--- config.mk ---
export PLATFORM = sky130hd
export DESIGN_NAME = led_status_drv
export DESIGN_NICKNAME = d
export VERILOG_FILES = /design/src/rtl/led_pkg.sv /design/src/rtl/led_tick_gen.sv /design/src/rtl/led_act_stretch.sv /design/src/rtl/led_blinker.sv /design/src/rtl/led_mode_sel.sv /design/src/rtl/led_out_map.sv /design/src/rtl/led_status_drv.sv
export SDC_FILE = /design/constraint.sdc
export NUM_CORES = 1
export LEC_CHECK = 0
export ABC_AREA = 1
export BUFFER_PORTS_ARGS = -buffer_cell sky130_fd_sc_hd__buf_2
export CAP_MARGIN = 20
export CELL_PAD_IN_SITES_DETAIL_PLACEMENT = 0
export CELL_PAD_IN_SITES_GLOBAL_PLACEMENT = 1
export CORE_UTILIZATION = 44
export CTS_CLUSTER_DIAMETER = 50
export DETAILED_ROUTE_END_ITERATION = 8
export PLACE_DENSITY_LB_ADDON = 0.1
export SKIP_CTS_REPAIR_TIMING = 1
export SYNTH_ARGS = -nofsm -noshare
export SYNTH_HDL_FRONTEND = slang
export SYNTH_SLANG_ARGS = --single-unit
--- constraint.sdc ---
create_clock -name clk -period 2.5 [get_ports clk]
set_input_delay 0.25 -clock clk [delete_from_list [all_inputs] [get_ports clk]]
set_output_delay 0.25 -clock clk [all_outputs]
set_load 0.02 [all_outputs]
--- src/rtl/led_pkg.sv ---
package led_pkg;

    typedef enum logic [1:0] {
        LM_LINK   = 2'b01,
        LM_COLL   = 2'b10,
        LM_DUPLEX = 2'b11
    } led_mode_e;

    typedef struct packed {
        logic link_up;
        logic speed_100;
        logic full_duplex;
        logic collision;
    } port_status_t;

    typedef struct packed {
        logic link;
        logic speed;
        logic act;
    } led_vec_t;

    localparam int DIS_LINK  = 0;
    localparam int DIS_SPEED = 1;
    localparam int DIS_ACT   = 2;

    function automatic led_mode_e decode_ovr(input logic [1:0] code);
        led_mode_e m;
        case (code)
            2'b10:   m = LM_COLL;
            2'b11:   m = LM_DUPLEX;
            default: m = LM_LINK;
        endcase
        return m;
    endfunction

endpackage

--- src/rtl/led_tick_gen.sv ---
module led_tick_gen #(
    parameter int TICK_DIV = 50000
) (
    input  logic clk,
    input  logic rst,
    output logic tick
);
    localparam int CW = (TICK_DIV > 1) ? $clog2(TICK_DIV) : 1;
    localparam logic [CW-1:0] LAST = CW'(TICK_DIV - 1);

    logic [CW-1:0] pcnt;
    logic          tick_q;

    always_ff @(posedge clk) begin
        if (rst) begin
            pcnt   <= '0;
            tick_q <= 1'b0;
        end else begin
            tick_q <= (pcnt == LAST);
            pcnt   <= (pcnt == LAST) ? '0 : pcnt + 1'b1;
        end
    end

    assign tick = tick_q;

    generate
        if (TICK_DIV > 1) begin : g_chk
            p_tick_single_r7: assert property (@(posedge clk) disable iff (rst)
                tick |=> !tick);
        end
    endgenerate
endmodule

--- src/rtl/led_act_stretch.sv ---
module led_act_stretch #(
    parameter int STRETCH_TICKS = 50
) (
    input  logic clk,
    input  logic rst,
    input  logic tick,
    input  logic act_raw,
    output logic act_busy
);
    localparam int SW = $clog2(STRETCH_TICKS + 1);
    localparam logic [SW-1:0] RELOAD = SW'(STRETCH_TICKS);

    logic [SW-1:0] cnt;

    always_ff @(posedge clk) begin
        if (rst) begin
            cnt <= '0;
        end else if (act_raw) begin
            cnt <= RELOAD;
        end else if (tick && (cnt != '0)) begin
            cnt <= cnt - 1'b1;
        end
    end

    assign act_busy = act_raw || (cnt != '0);

    p_stretch_hold_r7: assert property (@(posedge clk) disable iff (rst)
        (!act_raw && !tick && cnt != '0) |=> (act_busy || act_raw));

    p_stretch_no_wrap_r7: assert property (@(posedge clk) disable iff (rst)
        (cnt == '0 && !act_raw) |=> (cnt == '0));
endmodule

--- src/rtl/led_blinker.sv ---
module led_blinker #(
    parameter int BLINK_TICKS = 100
) (
    input  logic clk,
    input  logic rst,
    input  logic tick,
    input  logic busy,
    output logic phase
);
    localparam int BW = (BLINK_TICKS > 1) ? $clog2(BLINK_TICKS) : 1;
    localparam logic [BW-1:0] LAST = BW'(BLINK_TICKS - 1);

    logic [BW-1:0] tcnt;
    logic          phase_q;

    always_ff @(posedge clk) begin
        if (rst) begin
            tcnt    <= '0;
            phase_q <= 1'b1;
        end else if (!busy) begin
            tcnt    <= '0;
            phase_q <= 1'b1;
        end else if (tick) begin
            if (tcnt == LAST) begin
                tcnt    <= '0;
                phase_q <= ~phase_q;
            end else begin
                tcnt <= tcnt + 1'b1;
            end
        end
    end

    assign phase = phase_q;

    p_idle_lit_r2: assert property (@(posedge clk) disable iff (rst)
        !busy |=> phase);

    p_flip_on_tick_r2: assert property (@(posedge clk) disable iff (rst)
        (busy && !tick) |=> $stable(phase));
endmodule

--- src/rtl/led_mode_sel.sv ---
module led_mode_sel
    import led_pkg::*;
(
    input  logic      clk,
    input  logic      rst,
    input  logic      strap_mode2,
    input  logic      ovr_en,
    input  logic [1:0] ovr_code,
    output led_mode_e mode
);
    logic strap_q;

    always_ff @(posedge clk) begin
        if (rst) strap_q <= strap_mode2;
    end

    always_comb begin
        if (ovr_en)       mode = decode_ovr(ovr_code);
        else if (strap_q) mode = LM_COLL;
        else              mode = LM_LINK;
    end

    p_strap_frozen_r10: assert property (@(posedge clk) disable iff (rst)
        1'b1 |=> $stable(strap_q));

    p_no_duplex_from_strap_r6: assert property (@(posedge clk) disable iff (rst)
        !ovr_en |-> (mode != LM_DUPLEX));
endmodule

--- src/rtl/led_out_map.sv ---
module led_out_map
    import led_pkg::*;
(
    input  logic         clk,
    input  logic         rst,
    input  led_mode_e    mode,
    input  port_status_t st,
    input  logic         act_busy,
    input  logic         phase,
    input  logic [2:0]   dis,
    output led_vec_t     leds
);
    led_vec_t nxt, q;

    always_comb begin
        nxt.speed = st.speed_100;
        case (mode)
            LM_COLL: begin
                nxt.link = st.link_up && (!act_busy || phase);
                nxt.act  = st.collision;
            end
            LM_DUPLEX: begin
                nxt.link = st.link_up && (!act_busy || phase);
                nxt.act  = st.full_duplex;
            end
            default: begin
                nxt.link = st.link_up;
                nxt.act  = act_busy;
            end
        endcase
        if (dis[DIS_LINK])  nxt.link  = 1'b0;
        if (dis[DIS_SPEED]) nxt.speed = 1'b0;
        if (dis[DIS_ACT])   nxt.act   = 1'b0;
    end

    always_ff @(posedge clk) begin
        if (rst) q <= '0;
        else     q <= nxt;
    end

    assign leds = q;

    p_link_down_dark_r2: assert property (@(posedge clk) disable iff (rst)
        !st.link_up |=> !leds.link);

    p_mode1_steady_r1: assert property (@(posedge clk) disable iff (rst)
        (mode == LM_LINK && st.link_up && !dis[DIS_LINK]) |=> leds.link);

    p_speed_dis_r8: assert property (@(posedge clk) disable iff (rst)
        dis[DIS_SPEED] |=> !leds.speed);

    p_act_dis_r8: assert property (@(posedge clk) disable iff (rst)
        dis[DIS_ACT] |=> !leds.act);
endmodule

--- src/rtl/led_status_drv.sv ---
module led_status_drv
    import led_pkg::*;
#(
    parameter int TICK_DIV      = 50000,
    parameter int STRETCH_TICKS = 50,
    parameter int BLINK_TICKS   = 100
) (
    input  logic       clk,
    input  logic       rst,
    input  logic       strap_mode2,
    input  logic       mode_ovr_en,
    input  logic [1:0] mode_ovr,
    input  logic       link_up,
    input  logic       speed_100,
    input  logic       full_duplex,
    input  logic       tx_act,
    input  logic       rx_act,
    input  logic       collision,
    input  logic [2:0] gpio_dis,
    output logic       led_link,
    output logic       led_speed,
    output logic       led_act
);
    logic         tick;
    logic         act_busy;
    logic         phase;
    led_mode_e    mode;
    port_status_t st;
    led_vec_t     leds;

    assign st = '{link_up: link_up, speed_100: speed_100,
                  full_duplex: full_duplex, collision: collision};

    led_tick_gen #(.TICK_DIV(TICK_DIV)) u_tick (
        .clk(clk), .rst(rst), .tick(tick)
    );

    led_act_stretch #(.STRETCH_TICKS(STRETCH_TICKS)) u_stretch (
        .clk(clk), .rst(rst), .tick(tick),
        .act_raw(tx_act | rx_act), .act_busy(act_busy)
    );

    led_blinker #(.BLINK_TICKS(BLINK_TICKS)) u_blink (
        .clk(clk), .rst(rst), .tick(tick), .busy(act_busy), .phase(phase)
    );

    led_mode_sel u_mode (
        .clk(clk), .rst(rst), .strap_mode2(strap_mode2),
        .ovr_en(mode_ovr_en), .ovr_code(mode_ovr), .mode(mode)
    );

    led_out_map u_map (
        .clk(clk), .rst(rst), .mode(mode), .st(st),
        .act_busy(act_busy), .phase(phase), .dis(gpio_dis), .leds(leds)
    );

    assign led_link  = leds.link;
    assign led_speed = leds.speed;
    assign led_act   = leds.act;

    p_reset_dark_r9: assert property (@(posedge clk)
        rst |=> (!led_link && !led_speed && !led_act));

    p_speed_tracks_r3: assert property (@(posedge clk) disable iff (rst)
        (speed_100 && !gpio_dis[1]) |=> led_speed);
endmodule

==> impl_metrics.toml <==
[power_and_ir_drop]
combPwrFrac_pct = 6.1
p_int_mw = 0.792
power_switching_mw = 0.249
clock_power_share_pct = 38.4
power_frac_seq_pct = 55.5
p_per_area_nw_per_um2 = 549
max-vdd-ir-drop_mv = 0.285
swShare_pct = 23.9
power.leakage_nw = 0.762

[sta]
setup_viol = 0
finalHoldWorstSlack_ps = 109
slew-limit-headroom_pct = 75.5
hold_violations = 0
worstMarginPinSlew_ps = 367
setup_tns_ps = 0
period_needed_ps = 1440
rsz0062_at_grt = "no"
maxSlewViolCount = 0
fin_skew_ps = 9.36
finalCritPeriodShare_pct = 57.6
fmax_mhz = 695

[worst_setup_path]
end_kind = "flop"
critPathArrivalTime_ps = 1630
path_class = "reg2reg"
worstPathRequired_ps = 2690
setup.worst_path.start_class = "flop"
cp_max_fo = 4
timing.reg2reg.setup_slack_ps = 1060
r2r-start = "u_stretch.cnt[0]"
r2r_cells = 9
reg2reg_to = "u_blink.tcnt[5]"

[drt]
vias = 1469
drt_iter0_markers = 108
wl_met3_um = 158
drc = 0
wl_met1_mm = 1.51
firstDrtPassIters = 4
ant_nets = 0
met2_length_mm = 1.45
wl_mm = 3.20
route.top_layer_used = "met4"
routedWlPerCell_um = 10.2
viasPerCell = 4.68

[floorplanning]
initial_core_util_pct = 46.3
core_area_um2 = 3690
die_area_um2 = 4130
io_pins = 18
row_count = 22
die_y_um = 64.3
die_w_um = 64.3

[cells_and_area]
final_nets = 283
fillers = 390
drive_gt1_share_pct = 11.7
antennaDiodeCount = 0
fin_util_pct = 51.4
area_growth_pct = 11.1
final_area_um2 = 1900
layoutNonFillerInstCount = 314

[global_routing]
grt_overflow = 0
grt_pass1_wl_mm = 5.53
grt_usage_pct = 17.7
grt_max_degree = 16
antenna_found_initial = 0
grt_pass1_vias = 1337

[synthesis]
yosysTopAreaCell = "dfxtp_1"
netlist_top_cells_area = "dfxtp_1, nand2_1, nor2_1"
synth-edff-count = 1
ys_ff_latch = 35
syn_avg_cell_area_um2 = 6.99
synth-async-reset-ratio_pct = 0
synthFlopType = "dfxtp_1"
yosysMostFrequentCell = "nand2_1"
yosysSeqAreaShare_pct = 41.6
synth_cell_types = 22
syn_nets = 262
syn_inst = 244
synth_top_cell_area_share_pct = 39.9
synth_area_um2 = 1710
yosys_warnings = 0
synth_common_cells = "nand2_1, nor2_1, dfxtp_1, inv_1, nand3_1"

[min_path]
whs_path_depth = 2
min_from = "gpio_dis[1]"
min_path_type = "in2reg"
hold_end = "u_map.leds[1]"

[placed_design]
place_area_um2 = 1810
place_hpwl_mm = 2.36
place_inst = 306
gp_congestion = 0.831
io_buffer_count = 17

[clock_tree]
clk_path_buf_depth = 2
cts.htree.levels = 2
clk_latency_ps = 290
cts_tree = "built"
clk_pin_slew_ps = 70
cts_buffers = 5
clock-sinks = 35
clock-root-buffer = "clkbuf_8"

[flow_run]
drv_cap = 0

[run_status]
status = "completed"
-- flip-flops by register name, summed over array words and instances (netlist names) --
signal	count
u_tick.pcnt	16
u_blink.tcnt	7
u_stretch.cnt	6
u_map.leds	3
u_blink.phase	1
u_mode.strap_q	1
u_tick.tick	1
-- power groups by stage --
stage,combinational [mW],clock (mW),sequential [mW]
after floorplan,0.0430,0,0.593
after detailed placement,0.0639,0,0.591
after global placement,0.0644,0,0.591
after global routing,0.0737,0.433,0.579
final,0.0632,0.400,0.578
after CTS,0.0642,0.417,0.578
-- layout by cell type (no fill, tap or decap), drive strengths merged --
master / instances
xor2: 5
dfxtp: 34
a21oi: 16
ha: 3
inv: 33
or2: 2
xnor2: 5
clkbuf: 7
nand4: 5
nand2: 55
nand3: 25
buf: 17
edfxtp: 1
clkinv: 1
nor2: 49
nor3b: 2
o21ai: 6
-- worst max path at each step --
stage	startpoint	cells after the start	endpoint	slack [ps]
after floorplan	u_stretch.cnt[0]	9	u_blink.tcnt[5]	1250
after global placement	u_stretch.cnt[0]	9	u_blink.tcnt[5]	1100
after detailed placement	u_stretch.cnt[0]	9	u_blink.tcnt[5]	1070
after CTS	u_stretch.cnt[0]	9	u_blink.tcnt[5]	1050
after global routing	u_stretch.cnt[0]	9	u_blink.tcnt[0]	850
final	u_stretch.cnt[0]	9	u_blink.tcnt[5]	1060
-- cell type report --
class / instances / area [um2] / share of cell area (%)
multi-input combinational: 173 / 835 / 44.0
sequential: 35 / 711 / 37.5
inverter: 33 / 124 / 6.53
timing repair buffer: 17 / 85.1 / 4.49
clock buffer: 7 / 76.3 / 4.03
tap: 48 / 60.1 / 3.17
clock inverter: 1 / 5.00 / 0.264
-- worst max-delay path, cell delays in order (launching register included) --
cell and delay (ps):
dfxtp_1 320, inv_1 80, ha_1 190, nand2_1 80, nor2_1 130, nand3_1 130, nand2_1 150, inv_1 90
nand2_1 100, nor2_1 60
-- metal layers --
metal	track usage, %	up-vias
li1	-	802
met4	10.8	0
met3	4.29	7
met1	20.4	630
met2	29.3	30
met5	0	-
-- stage by stage --
stage	power [mW]	setup WS, ps
after detailed placement	0.655	1070
final	1.04	1060
after floorplan	0.636	1250
after CTS	1.06	1050
after global placement	0.655	1100
after global routing	1.09	847
-- cells by family (layout without fill, tap and decap cells) --
logic type	count (synthesis)	in the layout	share of synthesized area [%]
AND/OR/NAND/NOR	138	138	35.1
AO/OA/AOI/OAI	22	22	6.45
buffers and inverters	36	58	9.46
flip-flops	35	35	41.6
XOR/XNOR	10	10	5.13
adder cells (fa/ha/maj)	3	3	2.20
Note: power is estimated with default switching activity, not from simulation.
